## src/rtl/dram_seq_pkg.sv

```systemverilog
package dram_seq_pkg;
  localparam int unsigned ADDR_W = 24;
  localparam int unsigned MUX_W  = 16;

  typedef enum logic [2:0] {
    ST_IDLE,
    ST_OPEN,
    ST_PRE,
    ST_ROW,
    ST_CAS,
    ST_RF_CAS,
    ST_RF_RAS
  } seq_state_e;

  function automatic logic [4:0] base_shift(input logic [1:0] code);
    case (code)
      2'd0:    return 5'd8;
      2'd1:    return 5'd9;
      default: return 5'd10;
    endcase
  endfunction
endpackage

```

## src/rtl/dram_addr_mux.sv

```systemverilog
module dram_addr_mux
  import dram_seq_pkg::*;
#(
  parameter int unsigned AW = ADDR_W,
  parameter int unsigned MW = MUX_W
) (
  input  logic [AW-1:0] addr_i,
  input  logic [1:0]    shift_i,
  input  logic          bus16_i,
  output logic [AW-1:0] key_o,
  output logic [MW-1:0] row_o,
  output logic [MW-1:0] col_o
);
  logic [4:0]    base_sh;
  logic [4:0]    row_sh;
  logic [AW-1:0] col_mask;
  logic [AW-1:0] col_full;

  always_comb begin
    base_sh  = base_shift(shift_i);
    row_sh   = base_sh + {4'd0, bus16_i};
    key_o    = addr_i >> row_sh;
    col_mask = (AW'(1) << base_sh) - AW'(1);
    col_full = (addr_i >> bus16_i) & col_mask;
    row_o    = key_o[MW-1:0];
    col_o    = col_full[MW-1:0];
  end
endmodule

```

## src/rtl/dram_row_track.sv

```systemverilog
module dram_row_track
  import dram_seq_pkg::*;
#(
  parameter int unsigned AW = ADDR_W,
  parameter int unsigned MW = MUX_W
) (
  input  logic          clk_i,
  input  logic          rst_ni,
  input  logic [AW-1:0] req_addr_i,
  input  logic [1:0]    shift_i,
  input  logic          bus16_i,
  input  logic          latch_i,
  output logic          same_row_o,
  output logic [MW-1:0] row_o,
  output logic [MW-1:0] col_o
);
  localparam int unsigned NSRC = 2;

  logic [AW-1:0] lat_addr_q;
  logic [AW-1:0] src_addr [NSRC];
  logic [AW-1:0] src_key  [NSRC];
  logic [MW-1:0] src_row  [NSRC];
  logic [MW-1:0] src_col  [NSRC];

  assign src_addr[0] = req_addr_i;
  assign src_addr[1] = lat_addr_q;

  // slot 0: incoming request, slot 1: address of current/open access
  for (genvar g = 0; g < NSRC; g++) begin : g_mux
    dram_addr_mux #(.AW(AW), .MW(MW)) u_mux (
      .addr_i (src_addr[g]),
      .shift_i(shift_i),
      .bus16_i(bus16_i),
      .key_o  (src_key[g]),
      .row_o  (src_row[g]),
      .col_o  (src_col[g])
    );
  end

  always_ff @(posedge clk_i or negedge rst_ni) begin
    if (!rst_ni)      lat_addr_q <= '0;
    else if (latch_i) lat_addr_q <= req_addr_i;
  end

  assign same_row_o = (src_key[0] == src_key[1]);
  assign row_o      = src_row[1];
  assign col_o      = src_col[1];
endmodule

```

## src/rtl/dram_seq_ctrl.sv

```systemverilog
module dram_seq_ctrl
  import dram_seq_pkg::*;
(
  input  logic       clk_i,
  input  logic       rst_ni,
  input  logic       cfg_burst_i,
  input  logic       cfg_ras_hold_i,
  input  logic       cfg_prech_i,
  input  logic [1:0] cfg_rfsh_wait_i,
  input  logic       req_valid_i,
  input  logic       same_row_i,
  input  logic       rfsh_req_i,
  output logic       latch_o,
  output logic       sel_col_o,
  output logic       ready_o,
  output logic       ack_o,
  output logic       ras_no,
  output logic       cas_no
);
  seq_state_e state_q, state_d, after_pre_q, after_pre_d;
  logic [1:0] cnt_q, cnt_d;
  logic       hold;
  logic       hit;

  assign hold = cfg_burst_i & cfg_ras_hold_i;
  assign hit  = hold & same_row_i;

  always_comb begin
    state_d     = state_q;
    after_pre_d = after_pre_q;
    cnt_d       = cnt_q;
    latch_o     = 1'b0;
    case (state_q)
      ST_IDLE: begin
        if (rfsh_req_i) begin
          state_d = ST_RF_CAS;
        end else if (req_valid_i) begin
          latch_o = 1'b1;
          state_d = ST_ROW;
        end
      end
      ST_OPEN: begin
        if (rfsh_req_i || !hold) begin
          state_d     = ST_PRE;
          after_pre_d = rfsh_req_i ? ST_RF_CAS : ST_IDLE;
          cnt_d       = {1'b0, cfg_prech_i};
        end else if (req_valid_i) begin
          latch_o = 1'b1;
          if (hit) begin
            state_d = ST_CAS;
          end else begin
            state_d     = ST_PRE;
            after_pre_d = ST_ROW;
            cnt_d       = {1'b0, cfg_prech_i};
          end
        end
      end
      ST_PRE: begin
        if (cnt_q == 2'd0) state_d = after_pre_q;
        else               cnt_d   = cnt_q - 2'd1;
      end
      ST_ROW: state_d = ST_CAS;
      ST_CAS: begin
        if (hold) begin
          state_d = ST_OPEN;
        end else begin
          state_d     = ST_PRE;
          after_pre_d = ST_IDLE;
          cnt_d       = {1'b0, cfg_prech_i};
        end
      end
      ST_RF_CAS: begin
        state_d = ST_RF_RAS;
        cnt_d   = cfg_rfsh_wait_i;
      end
      ST_RF_RAS: begin
        if (cnt_q == 2'd0) begin
          state_d     = ST_PRE;
          after_pre_d = ST_IDLE;
          cnt_d       = {1'b0, cfg_prech_i};
        end else begin
          cnt_d = cnt_q - 2'd1;
        end
      end
      default: state_d = ST_IDLE;
    endcase
  end

  always_ff @(posedge clk_i or negedge rst_ni) begin
    if (!rst_ni) begin
      state_q     <= ST_IDLE;
      after_pre_q <= ST_IDLE;
      cnt_q       <= 2'd0;
    end else begin
      state_q     <= state_d;
      after_pre_q <= after_pre_d;
      cnt_q       <= cnt_d;
    end
  end

  always_comb begin
    ras_no    = !(state_q inside {ST_ROW, ST_CAS, ST_OPEN, ST_RF_RAS});
    cas_no    = !(state_q inside {ST_CAS, ST_RF_CAS, ST_RF_RAS});
    sel_col_o = (state_q == ST_CAS);
    ready_o   = (state_q == ST_CAS);
    ack_o     = (state_q == ST_RF_RAS) && (cnt_q == 2'd0);
  end

  p_ready_pulse_r11: assert property (@(posedge clk_i) disable iff (!rst_ni)
    ready_o |=> !ready_o);
  p_ready_strobes_r11: assert property (@(posedge clk_i) disable iff (!rst_ni)
    ready_o |-> (!ras_no && !cas_no && sel_col_o));
  p_cbr_order_r9: assert property (@(posedge clk_i) disable iff (!rst_ni)
    (!cas_no && ras_no) |=> (!cas_no && !ras_no));
  p_ack_pulse_r9: assert property (@(posedge clk_i) disable iff (!rst_ni)
    ack_o |-> (!ras_no && !cas_no) ##1 !ack_o);
  p_ras_up_r7: assert property (@(posedge clk_i) disable iff (!rst_ni)
    (ready_o && !hold) |=> ras_no);
  p_miss_close_r8: assert property (@(posedge clk_i) disable iff (!rst_ni)
    (state_q == ST_OPEN && req_valid_i && !rfsh_req_i && hold && !same_row_i) |=> (ras_no && cas_no));
  p_hit_fast_r5: assert property (@(posedge clk_i) disable iff (!rst_ni)
    (state_q == ST_OPEN && req_valid_i && !rfsh_req_i && hit) |=> ready_o);
  p_pre_len_r6: assert property (@(posedge clk_i) disable iff (!rst_ni)
    ($rose(ras_no) && !cfg_prech_i) |=> (state_q != ST_PRE));
endmodule

```

## src/rtl/dram_page_seq.sv

```systemverilog
module dram_page_seq
  import dram_seq_pkg::*;
#(
  parameter int unsigned AW = ADDR_W,
  parameter int unsigned MW = MUX_W
) (
  input  logic          clk_i,
  input  logic          rst_ni,
  input  logic [1:0]    cfg_shift_i,
  input  logic          cfg_burst_i,
  input  logic          cfg_ras_hold_i,
  input  logic          cfg_prech_i,
  input  logic [1:0]    cfg_rfsh_wait_i,
  input  logic          bus16_i,
  input  logic          req_valid_i,
  input  logic [AW-1:0] req_addr_i,
  output logic          req_ready_o,
  input  logic          rfsh_req_i,
  output logic          rfsh_ack_o,
  output logic [MW-1:0] dram_addr_o,
  output logic          ras_no,
  output logic          cas_no
);
  logic          latch;
  logic          same_row;
  logic          sel_col;
  logic [MW-1:0] row_w;
  logic [MW-1:0] col_w;

  dram_row_track #(.AW(AW), .MW(MW)) u_track (
    .clk_i     (clk_i),
    .rst_ni    (rst_ni),
    .req_addr_i(req_addr_i),
    .shift_i   (cfg_shift_i),
    .bus16_i   (bus16_i),
    .latch_i   (latch),
    .same_row_o(same_row),
    .row_o     (row_w),
    .col_o     (col_w)
  );

  dram_seq_ctrl u_ctrl (
    .clk_i          (clk_i),
    .rst_ni         (rst_ni),
    .cfg_burst_i    (cfg_burst_i),
    .cfg_ras_hold_i (cfg_ras_hold_i),
    .cfg_prech_i    (cfg_prech_i),
    .cfg_rfsh_wait_i(cfg_rfsh_wait_i),
    .req_valid_i    (req_valid_i),
    .same_row_i     (same_row),
    .rfsh_req_i     (rfsh_req_i),
    .latch_o        (latch),
    .sel_col_o      (sel_col),
    .ready_o        (req_ready_o),
    .ack_o          (rfsh_ack_o),
    .ras_no         (ras_no),
    .cas_no         (cas_no)
  );

  assign dram_addr_o = sel_col ? col_w : row_w;

  p_reset_idle_r1: assert property (@(posedge clk_i) disable iff (!rst_ni)
    $rose(rst_ni) |-> (ras_no && cas_no && !req_ready_o));
  p_col_on_ready_r2: assert property (@(posedge clk_i) disable iff (!rst_ni)
    req_ready_o |-> (dram_addr_o == col_w));
endmodule

```

## config.mk

```make
export PLATFORM = sky130hd
export DESIGN_NAME = dram_page_seq
export DESIGN_NICKNAME = d
export VERILOG_FILES = /design/src/rtl/dram_seq_pkg.sv /design/src/rtl/dram_addr_mux.sv /design/src/rtl/dram_row_track.sv /design/src/rtl/dram_seq_ctrl.sv /design/src/rtl/dram_page_seq.sv
export SDC_FILE = /design/constraint.sdc
export NUM_CORES = 1
export LEC_CHECK = 0
export BUFFER_PORTS_ARGS = -buffer_cell sky130_fd_sc_hd__buf_2
export CORE_MARGIN = 2
export CORE_UTILIZATION = 35
export CTS_CLUSTER_SIZE = 14
export DETAILED_ROUTE_END_ITERATION = 8
export PLACE_DENSITY = 0.55
export SKIP_CTS_REPAIR_TIMING = 1
export SYNTH_ARGS = -nofsm -noshare
export SYNTH_HDL_FRONTEND = slang
export SYNTH_HIERARCHICAL = 1
export SYNTH_SLANG_ARGS = --single-unit
```

## constraint.sdc

```tcl
create_clock -name clk_i -period 7 [get_ports clk_i]
set_clock_uncertainty 0.15 [all_clocks]
set_input_delay 1.75 -clock clk_i [delete_from_list [all_inputs] [get_ports clk_i]]
set_output_delay 1.75 -clock clk_i [all_outputs]
set_load 0.01 [all_outputs]
```

==> results of run 1 <==
==> worst reg2reg max path: stages (launching register included) <==
cell and delay, ns:
sky130_fd_sc_hd__dfrtp_1 0.43, sky130_fd_sc_hd__mux4_2 0.51, sky130_fd_sc_hd__xor2_1 0.18, sky130_fd_sc_hd__nor4_1 0.38, sky130_fd_sc_hd__nand4_1 0.17, sky130_fd_sc_hd__nor3_2 0.25, sky130_fd_sc_hd__nand2b_1 0.15, sky130_fd_sc_hd__and3_4 0.22
sky130_fd_sc_hd__nor3_4 0.07, sky130_fd_sc_hd__mux2_4 0.31
==> per-stage QoR <==
step                      cell area, µm²  hold WS [ns]  utilization (%)
after floorplan                     3450         0.326                -
after global placement              3520         0.354             37.7
after detailed placement            3520         0.358             37.7
after CTS                           3650         0.376             39.1
after global routing                3650         0.397             39.1
final                               3650         0.368             39.1
==> routing by layer <==
| metal | vias to the layer above | share of wire, % | wire length (µm) | global-route usage (%) |
|---|---|---|---|---|
| met1 | 1094 | 49 | 3640 | 20.3 |
| met4 | 0 | 0.53 | 40 | 2.77 |
| met5 | - | 0 | 0 | 0 |
| li1 | 1162 | - | - | - |
| met2 | 46 | 47 | 3540 | 25.2 |
| met3 | 4 | 3.8 | 285 | 3.01 |
==> final timing paths <==
| kind | start | end | slack (ns) | cells after the start |
|---|---|---|---|---|
| max | bus16_i | dram_addr_o[9] | 1.38 | 5 |
| min | u_ctrl/after_pre_q[1]$_DFFE_PN0P_ | u_ctrl/after_pre_q[1]$_DFFE_PN0P_ | 0.37 | 1 |
| max reg2reg | u_track/lat_addr_q[18]$_DFFE_PN0P_ | u_ctrl/after_pre_q[1]$_DFFE_PN0P_ | 4.07 | 9 |
| min reg2reg | u_ctrl/after_pre_q[1]$_DFFE_PN0P_ | u_ctrl/after_pre_q[1]$_DFFE_PN0P_ | 0.37 | 1 |
| max in group asynchronous | rst_ni | u_track/lat_addr_q[14]$_DFFE_PN0P_ | 4.83 | 1 |
| min in group asynchronous | rst_ni | u_ctrl/cnt_q[0]$_DFFE_PN0P_ | 1.38 | 1 |
==> state kept, by name, summed over array words and instances (netlist names) <==
name and count:
u_track/lat_addr_q 24, u_ctrl/after_pre_q 3, u_ctrl/state_q 3, u_ctrl/cnt_q 2
==> final cells by class <==
| class | instances | area (µm²) | area share, % |
|---|---|---|---|
| clock buffers | 7 | 96.3 | 2.64 |
| clock inverters | 1 | 30.0 | 0.824 |
| inverters | 4 | 15.0 | 0.412 |
| multi-input cells | 253 | 2250 | 61.8 |
| flip-flops and latches | 32 | 801 | 22.0 |
| well taps | 129 | 161 | 4.43 |
| repair buffers | 57 | 290 | 7.96 |
==> power breakdown <==
| part | switching, mW | internal, mW |
|---|---|---|
| Clock | 0.0721 | 0.126 |
| Sequential | 0.123 | 0.278 |
| Combinational | 0.356 | 0.416 |
| Total | 0.552 | 0.820 |
==> impl_summary.log, run 1 <==
[metrics] routability congestion estimate: 0.849
[metrics] total chip power: 1.37 mW
[metrics] slowest CP cell: sky130_fd_sc_hd__mux4_2
[metrics] drt wl/cell: 15.5 µm
[metrics] total placed cells including tap cells: 475
[metrics] number of detailed-route iterations in the first pass: 5
[metrics] Final Hold Vio Count: 0
[metrics] cell count after synthesis: 323
[metrics] Setup crit end kind: primary output
[metrics] layout overhead on the synthesized area: 7.77%
[metrics] critical path start-end classification: in2out
[metrics] total of fill cells in the finished design: 952
[metrics] worst vdd rail ir drop: 0.174 mV
[metrics] pre-CTS setup slack: 1.35 ns
[metrics] leakage power total: 1.74 nW
[metrics] combined area of all synthesized cells: 3380 µm²
[metrics] detailed router's first-iteration violation count: 56
[metrics] status: completed
[metrics] number of port buffers: 55
[metrics] via count: 2306
[metrics] Pwr per Cell Area: 376 nW/µm²
[metrics] Achievable Freq: 178 MHz
[metrics] CTS Buffer Depth: 2
[metrics] final worst path period need: 5.62 ns
[metrics] depth of the CTS H-tree: 2
[metrics] final setup vio count: 0
[metrics] Post-DRT Antenna Nets: 0
[metrics] largest net degree at the start of global routing: 33
[metrics] total detailed-routing wirelength: 7510 µm
[metrics] final cycle utilization of the critical path: 80.3%
[metrics] Layout Cells excl Fill: 483
[metrics] highest net fanout along the worst path: 18
[metrics] Buf/Inv on CP: 2
[metrics] vias in the first global route: 2332
[metrics] placed wire-length estimate after detailed placement: 5900 µm
[metrics] commonest cells after routing, fill and taps aside: sky130_fd_sc_hd__buf_2, sky130_fd_sc_hd__mux2i_1, sky130_fd_sc_hd__mux2_2
[metrics] critical path's largest stage delay: 0.60 ns
[metrics] Critical Path Most Common Cell: sky130_fd_sc_hd__buf_2
[metrics] synth warn: 6
[metrics] DIE AREA: 10500 µm²
[metrics] Worst EP required: 5.10 ns
[metrics] clock-pin slew reported for the worst setup and hold paths after clock tree synthesis: 0.06 ns
[metrics] Clock Latency Late Sink: 0.29 ns
[metrics] CTS tree: built
[metrics] Largest delay share family, worst path: multiplexers
[metrics] unrepaired setup endpoints after global routing: false
[metrics] critical path cell sequence: buf_2 > a21o_1 > mux4_2 > mux2_4 > buf_2
[metrics] Critical Path Source Type: primary input
[metrics] # diodes: 0
[metrics] number of design rule violations left after detail routing: 0
[metrics] starting density of the core: 36.3%
[metrics] max-slew violation count: 0
[metrics] most frequent standard cell in the layout excluding fill and tap cells: sky130_fd_sc_hd__buf_2
[metrics] clock tree root driver cell: sky130_fd_sc_hd__clkbuf_8
[metrics] post-route setup slack: 1.38 ns
[metrics] max_slew headroom: 22.7%
[metrics] TritonCTS sink count: 32
[metrics] post-DR vias/cell: 4.77
[metrics] global-route total usage across every layer: 15.0%
[metrics] number of buffers created by CTS: 5
[metrics] WP data arrival: 3.72 ns
[metrics] die height: 102 µm
[metrics] reported max-cap violation count: 0
[metrics] mean cell area of the mapped netlist: 10.5 µm²
[metrics] global-route wire length before repair: 12100 µm
[metrics] aggregate global routing overflow: 0
[metrics] Final Net Count: 393
[metrics] accumulated negative setup slack: 0 ns
[metrics] placement row count: 35
[metrics] horizontal die dimension: 102 µm
[metrics] share of layout cells above drive strength 1: 38.7%
[metrics] antenna violations before repair: 1
[metrics] core outline area: 9330 µm²
[metrics] classification of the worst-slack hold path: reg2reg
[metrics] top-level port count: 56
[metrics] actual slew at the worst max-slew pin: 1.16 ns
Note: power is estimated with default switching activity, not from simulation.
==> run 2, diff against run 1 <==
--- a/config.mk
+++ b/config.mk
@@ -10,7 +10,7 @@
 export CORE_UTILIZATION = 35
 export CTS_CLUSTER_SIZE = 14
 export DETAILED_ROUTE_END_ITERATION = 8
-export PLACE_DENSITY = 0.55
+export PLACE_DENSITY = 0.57
 export SKIP_CTS_REPAIR_TIMING = 1
 export SYNTH_ARGS = -nofsm -noshare
 export SYNTH_HDL_FRONTEND = slang
==> constraint.sdc (replaced) <==
create_clock -name clk_i -period 4.96 [get_ports clk_i]
set_clock_uncertainty 0.15 [all_clocks]
set_input_delay 1.24 -clock clk_i [delete_from_list [all_inputs] [get_ports clk_i]]
set_output_delay 1.24 -clock clk_i [all_outputs]
set_load 0.01 [all_outputs]
==> run 2 against run 1 <==
Effect of this change:
- clock-buffer cell count down 1
- critical path depth unchanged
- worst setup slack worse by 0.81 ns
- combinational power up 42%
- global-route usage about the same
- utilization down 0.20 points
- critical path type unchanged
- largest power group unchanged
- highest routed layer unchanged
==> impl_summary.log, run 2 (synthesis results as in run 1) <==
[metrics] Reg power frac: 30.5% (was 29.3%)
[metrics] detailed router's first-iteration violation count: 70 (was 56)
[metrics] Routed met2 length: 3720 µm (was 3540 µm)
[metrics] actual slew at the worst max-slew pin: 0.753 ns (was 1.16 ns)
[metrics] post-layout instance area: 3630 µm² (was 3650 µm²)
[metrics] drt wl/cell: 15.7 µm (was 15.5 µm)
[metrics] Clock Latency Late Sink: 0.29 ns (about the same)
[metrics] depth of the CTS H-tree: 2 (unchanged)
[metrics] CTS Buffer Depth: 2 (unchanged)
[metrics] WP data arrival: 3.00 ns (was 3.72 ns)
[metrics] Internal Power: 1.08 mW (was 0.820 mW)
[metrics] largest net degree at the start of global routing: 33 (unchanged)
[metrics] final setup vio count: 0 (unchanged)
[metrics] Critical Path Source Type: primary input (unchanged)
[metrics] top register by number of flip-flops: u_track/lat_addr_q (unchanged)
[metrics] die height: 102 µm (unchanged)
[metrics] worst r2r src: u_track/lat_addr_q[18]$_DFFE_PN0P_ (unchanged)
[metrics] highest net fanout along the worst path: 11 (was 18)
[metrics] biggest registers after layout: u_track/lat_addr_q (24), u_ctrl/after_pre_q (3), u_ctrl/state_q (3) (unchanged)
[metrics] aggregate global routing overflow: 0 (unchanged)
[metrics] TritonCTS sink count: 32 (unchanged)
[metrics] CTS tree: built (unchanged)
[metrics] number of detailed-route iterations in the first pass: 4 (was 5)
[metrics] via count: 2375 (was 2306)
[metrics] core outline area: 9330 µm² (unchanged)
[metrics] horizontal die dimension: 102 µm (unchanged)
[metrics] max reg flops: 24 (unchanged)
[metrics] Worst EP required: 3.57 ns (was 5.10 ns)
[metrics] worst vdd rail ir drop: 0.206 mV (was 0.174 mV)
[metrics] Final Hold Vio Count: 0 (unchanged)
[metrics] DIE AREA: 10500 µm² (unchanged)
[metrics] Clock Power Share: 10.5% (was 14.4%)
[metrics] unrepaired setup endpoints after global routing: false (unchanged)
[metrics] number of cells on the worst hold path: 1 (unchanged)
[metrics] Final Net Count: 397 (was 393)
[metrics] global-route total usage across every layer: 15.1% (was 15.0%)
[metrics] max_slew headroom: 49.8% (was 22.7%)
[metrics] total chip power: 1.86 mW (was 1.37 mW)
[metrics] max-slew violation count: 0 (unchanged)
[metrics] critical path start-end classification: in2out (unchanged)
[metrics] vias in the first global route: 2306 (was 2332)
[metrics] starting density of the core: 36.3% (unchanged)
[metrics] placement row count: 35 (unchanged)
[metrics] total detailed-routing wirelength: 7620 µm (was 7510 µm)
[metrics] routability congestion estimate: 0.836 (was 0.849)
[metrics] final cycle utilization of the critical path: 88.5%
[metrics] fraction of power spent switching nets: 42.0% (was 40.2%)
[metrics] accumulated negative setup slack: 0 ns (unchanged)
[metrics] commonest cells after routing, fill and taps aside: sky130_fd_sc_hd__buf_2, sky130_fd_sc_hd__mux2i_1, sky130_fd_sc_hd__mux2_2 (unchanged)
[metrics] layout overhead on the synthesized area: 7.21% (was 7.77%)
[metrics] worst hold slack across all endpoints: 0.362 ns (was 0.368 ns)
[metrics] sum of met3 wire segment lengths after detailed routing: 264 µm (was 285 µm)
[metrics] number of buffers created by CTS: 5 (unchanged)
[metrics] leakage power total: 1.74 nW (about the same)
[metrics] classification of the worst-slack hold path: reg2reg (unchanged)
[metrics] depth of the worst register-to-register path: 9 (unchanged)
[metrics] status: completed (unchanged)
[metrics] global-route wire length before repair: 12200 µm (was 12100 µm)
[metrics] number of design rule violations left after detail routing: 0 (unchanged)
[metrics] Pwr per Cell Area: 513 nW/µm² (was 376 nW/µm²)
[metrics] worst hold path startpoint: u_track/lat_addr_q[0]$_DFFE_PN0P_ (was u_ctrl/after_pre_q[1]$_DFFE_PN0P_)
[metrics] # diodes: 0 (unchanged)
[metrics] dpl cell area: 3550 µm² (was 3520 µm²)
[metrics] Achievable Freq: 228 MHz
[metrics] Post-DRT Antenna Nets: 0 (unchanged)
[metrics] power spent charging and discharging nets: 0.782 mW (was 0.552 mW)
[metrics] number of port buffers: 55 (unchanged)
[metrics] top-level port count: 56 (unchanged)
[metrics] timing startpoint of the critical path: bus16_i (unchanged)
[metrics] highest layer used for signal routing: met4 (unchanged)
[metrics] Setup crit end kind: primary output (unchanged)
[metrics] reported max-cap violation count: 0 (unchanged)
[metrics] post-DR vias/cell: 4.89 (was 4.77)
[metrics] share of layout cells above drive strength 1: 38.9% (was 38.7%)
[metrics] placed wire-length estimate after detailed placement: 5970 µm (was 5900 µm)
[metrics] Routed met1 length: 3570 µm (was 3640 µm)
[metrics] clock-pin slew reported for the worst setup and hold paths after clock tree synthesis: 0.07 ns (was 0.06 ns)
[metrics] part of the total power dissipated in combinational logic: 59.0% (was 56.3%)
[metrics] final worst path period need: 4.39 ns
[metrics] antenna violations before repair: 0 (was 1)
[metrics] most frequent standard cell in the layout excluding fill and tap cells: sky130_fd_sc_hd__buf_2 (unchanged)
[metrics] clock tree root driver cell: sky130_fd_sc_hd__clkbuf_8 (unchanged)
-- run 2: changes by cell type in the layout (fill, tap and decap cells not counted), sizes merged --
cell and change:
clkinv +1, bufinv -1, clkbuf -1, buf +4
-- run 2: stage by stage --
| step | std cells | util, % | setup WS (ns) |
|---|---|---|---|
| after floorplan | 342 | - | 0.927 |
| after global placement | 479 | 38.1 | 0.610 |
| after detailed placement | 479 | 38.1 | 0.573 |
| after CTS | 486 | 38.9 | 0.573 |
| after global routing | 486 | 38.9 | 0.519 |
| final | 486 | 38.9 | 0.572 |
-- run 2: power groups by stage --
| stage | sequential [mW] | clock [mW] | combinational [mW] |
|---|---|---|---|
| global route | 0.594 | 0.211 | 1.21 |
| finish | 0.568 | 0.195 | 1.10 |
| CTS | 0.566 | 0.204 | 1.11 |
| floorplan | 0.479 | 0 | 1.01 |
| detailed placement | 0.572 | 0 | 1.11 |
| global placement | 0.567 | 0 | 1.09 |
-- run 2: worst paths after layout --
kind,end,slack [ns]
hold / removal,u_track/lat_addr_q[0]$_DFFE_PN0P_,0.36
min in group asynchronous,u_track/lat_addr_q[18]$_DFFE_PN0P_,0.85
max in group asynchronous,u_track/lat_addr_q[10]$_DFFE_PN0P_,3.31
setup / recovery,dram_addr_o[9],0.57
setup reg to reg,u_ctrl/after_pre_q[1]$_DFFE_PN0P_,2.28
hold reg to reg,u_track/lat_addr_q[0]$_DFFE_PN0P_,0.36
-- run 2: final cells by class --
class	instances	area [µm²]
Tap cell	129	161
Fill cell	961	5700
Clock inverter	1	5.00
Multi-Input combinational cell	253	2250
Inverter	4	15.0
Timing Repair Buffer	61	320
Sequential cell	32	801
Clock buffer	6	72.6
-- run 2: worst max-delay path: stages --
cell and delay [ns]:
sky130_fd_sc_hd__buf_2 0.26, sky130_fd_sc_hd__a21o_1 0.48, sky130_fd_sc_hd__mux4_2 0.60, sky130_fd_sc_hd__mux2_4 0.28, sky130_fd_sc_hd__buf_2 0.14
-- run 2: metal layers --
| metal | global-route usage [%] | up-vias |
|---|---|---|
| li1 | - | 1167 |
| met1 | 20.5 | 1140 |
| met2 | 25.1 | 62 |
| met3 | 3.08 | 6 |
| met4 | 2.77 | 0 |
| met5 | 0 | - |
==> run 3, diff against run 2 <==
--- a/config.mk
+++ b/config.mk
@@ -6,11 +6,13 @@
 export NUM_CORES = 1
 export LEC_CHECK = 0
 export BUFFER_PORTS_ARGS = -buffer_cell sky130_fd_sc_hd__buf_2
+export CELL_PAD_IN_SITES_DETAIL_PLACEMENT = 1
+export CELL_PAD_IN_SITES_GLOBAL_PLACEMENT = 1
 export CORE_MARGIN = 2
 export CORE_UTILIZATION = 35
 export CTS_CLUSTER_SIZE = 14
 export DETAILED_ROUTE_END_ITERATION = 8
-export PLACE_DENSITY = 0.57
+export PLACE_DENSITY = 0.7
 export SKIP_CTS_REPAIR_TIMING = 1
 export SYNTH_ARGS = -nofsm -noshare
 export SYNTH_HDL_FRONTEND = slang
==> run 3 against run 2 <==
Effect of this change:
- register-to-register slack worse by 0.04 ns
- critical endpoint is now dram_addr_o[12]
- critical path depth is 2 higher
- critical path type unchanged
- largest power group unchanged
- wire length grew 7.9%
==> impl_summary.log, run 3 (synthesis results as in run 1) <==
[metrics] status: completed (unchanged)
[metrics] drt wl/cell: 16.9 µm (was 15.7 µm)
[metrics] WP data arrival: 3.14 ns (was 3.00 ns)
[metrics] post-layout instance area: 3640 µm² (was 3630 µm²)
[metrics] global-route wire length before repair: 13500 µm (was 12200 µm)
[metrics] classification of the worst-slack hold path: reg2reg (unchanged)
[metrics] final cycle utilization of the critical path: 91.2% (was 88.5%)
[metrics] Worst EP required: 3.57 ns (about the same)
[metrics] slowest CP cell: sky130_fd_sc_hd__buf_2 (was sky130_fd_sc_hd__mux4_2)
[metrics] top register by number of flip-flops: u_track/lat_addr_q (unchanged)
[metrics] actual slew at the worst max-slew pin: 0.776 ns (was 0.753 ns)
[metrics] global-route total usage across every layer: 16.8% (was 15.1%)
[metrics] critical path start-end classification: in2out (unchanged)
[metrics] clock tree root driver cell: sky130_fd_sc_hd__clkbuf_8 (unchanged)
[metrics] TritonCTS sink count: 32 (unchanged)
[metrics] share of layout cells above drive strength 1: 39.4% (was 38.9%)
[metrics] critical path's largest stage delay: 0.45 ns (was 0.60 ns)
[metrics] vias in the first global route: 2560 (was 2306)
[metrics] Clock Latency Late Sink: 0.29 ns (about the same)
[metrics] via count: 2430 (was 2375)
[metrics] Pwr per Cell Area: 519 nW/µm² (was 513 nW/µm²)
[metrics] final worst path period need: 4.53 ns (was 4.39 ns)
[metrics] Core Util, Final: 39.0% (was 38.9%)
[metrics] clock-pin slew reported for the worst setup and hold paths after clock tree synthesis: 0.08 ns (was 0.07 ns)
[metrics] Final Hold Vio Count: 0 (unchanged)
[metrics] CTS tree: built (unchanged)
[metrics] timing startpoint of the critical path: bus16_i (unchanged)
[metrics] number of buffers created by CTS: 5 (unchanged)
[metrics] CTS Buffer Depth: 2 (unchanged)
[metrics] number of cells on the worst hold path: 1 (unchanged)
[metrics] worst hold path startpoint: u_track/lat_addr_q[7]$_DFFE_PN0P_ (was u_track/lat_addr_q[0]$_DFFE_PN0P_)
[metrics] accumulated negative setup slack: 0 ns (unchanged)
[metrics] Achievable Freq: 221 MHz (was 228 MHz)
[metrics] Final Net Count: 397 (unchanged)
[metrics] highest net fanout along the worst path: 18 (was 11)
[metrics] post-DR vias/cell: 4.99 (was 4.89)
[metrics] largest net degree at the start of global routing: 33 (unchanged)
[metrics] Buf/Inv on CP: 3 (was 2)
[metrics] commonest cells after routing, fill and taps aside: sky130_fd_sc_hd__buf_2, sky130_fd_sc_hd__mux2i_1, sky130_fd_sc_hd__mux2_2 (unchanged)
[metrics] total detailed-routing wirelength: 8220 µm (was 7620 µm)
[metrics] max reg flops: 24 (unchanged)
[metrics] number of port buffers: 55 (unchanged)
[metrics] Layout Cells excl Fill: 487 (was 486)
[metrics] depth of the worst register-to-register path: 9 (unchanged)
[metrics] Critical Path Source Type: primary input (unchanged)
[metrics] placement row count: 35 (unchanged)
[metrics] number of detailed-route iterations in the first pass: 4 (unchanged)
[metrics] Largest delay share family, worst path: buffers and inverters (was multiplexers)
[metrics] unrepaired setup endpoints after global routing: false (unchanged)
[metrics] register-to-register path setup slack: 2.24 ns (was 2.28 ns)
[metrics] core outline area: 9330 µm² (unchanged)
[metrics] worst vdd rail ir drop: 0.210 mV (was 0.206 mV)
[metrics] layout overhead on the synthesized area: 7.51% (was 7.21%)
[metrics] biggest registers after layout: u_track/lat_addr_q (24), u_ctrl/after_pre_q (3), u_ctrl/state_q (3) (unchanged)
[metrics] leakage power total: 1.74 nW (about the same)
[metrics] most frequent standard cell in the layout excluding fill and tap cells: sky130_fd_sc_hd__buf_2 (unchanged)
[metrics] horizontal die dimension: 102 µm (unchanged)
[metrics] depth of the CTS H-tree: 2 (unchanged)
[metrics] endpoint of the worst hold path: u_track/lat_addr_q[7]$_DFFE_PN0P_ (was u_track/lat_addr_q[0]$_DFFE_PN0P_)
[metrics] dpl cell area: 3550 µm² (unchanged)
[metrics] number of design rule violations left after detail routing: 0 (unchanged)
[metrics] final setup vio count: 0 (unchanged)
[metrics] total placed cells including tap cells: 479 (unchanged)
[metrics] detailed router's first-iteration violation count: 33 (was 70)
[metrics] top-level port count: 56 (unchanged)
[metrics] critical path cell sequence: buf_2 > a21o_1 > buf_4 > mux2i_1 > mux2i_1 > mux2_4 > buf_2 (was buf_2 > a21o_1 > mux4_2 > mux2_4 > buf_2)
[metrics] starting density of the core: 36.3% (unchanged)
[metrics] placed wire-length estimate after detailed placement: 6480 µm (was 5970 µm)
[metrics] worst r2r src: u_track/lat_addr_q[18]$_DFFE_PN0P_ (unchanged)
[metrics] routability congestion estimate: 0.844 (was 0.836)
[metrics] DIE AREA: 10500 µm² (unchanged)
[metrics] reported max-cap violation count: 0 (unchanged)
[metrics] max_slew headroom: 48.3% (was 49.8%)
[metrics] antenna violations before repair: 0 (unchanged)
[metrics] worst r2r dst: u_ctrl/after_pre_q[1]$_DFFE_PN0P_ (unchanged)
[metrics] max-slew violation count: 0 (unchanged)
[metrics] aggregate global routing overflow: 0 (unchanged)
[metrics] Setup crit end kind: primary output (unchanged)
[metrics] die height: 102 µm (unchanged)
[metrics] # diodes: 0 (unchanged)
[metrics] Post-DRT Antenna Nets: 0 (unchanged)
[run 3: area by class of cell]
| cell class | instances | area (µm²) |
|---|---|---|
| Clock buffer | 5 | 68.8 |
| Clock inverter | 3 | 18.8 |
| Fill cell | 1083 | 5690 |
| Inverter | 4 | 15.0 |
| Multi-Input combinational cell | 253 | 2250 |
| Sequential cell | 32 | 801 |
| Tap cell | 129 | 161 |
| Timing Repair Buffer | 61 | 320 |
[run 3: per-layer routing]
metal / vias to the layer above / part of all wire, % / track usage (%)
li1: 1171 / - / -
met1: 1210 / 43 / 20.4
met2: 43 / 53 / 31.4
met3: 6 / 3.0 / 2.26
met4: 0 / 0.71 / 3.38
met5: - / 0 / 0
[run 3: power by group]
part | switching, mW | leakage (nW) | internal (mW) | total, mW
logic | 0.519 | 1.31 | 0.593 | 1.11
clock network | 0.110 | 0.0479 | 0.0978 | 0.207
registers | 0.177 | 0.388 | 0.392 | 0.569
[run 3: metrics by stage]
step	total power, mW	hold slack, ns	setup WS, ns
after floorplan	1.49	0.326	0.927
after global placement	1.67	0.362	0.496
after detailed placement	1.70	0.367	0.421
after CTS	1.91	0.385	0.422
after global routing	2.05	0.400	0.314
final	1.89	0.379	0.434
[run 3: how the worst max path moves through the flow]
stage / endpoint / slack [ns] / cells after the start
detailed placement: dram_addr_o[12] / 0.42 / 7
finish: dram_addr_o[12] / 0.43 / 7
global route: dram_addr_o[12] / 0.31 / 7
CTS: dram_addr_o[12] / 0.42 / 7
floorplan: dram_addr_o[8] / 0.93 / 5
global placement: dram_addr_o[11] / 0.50 / 7
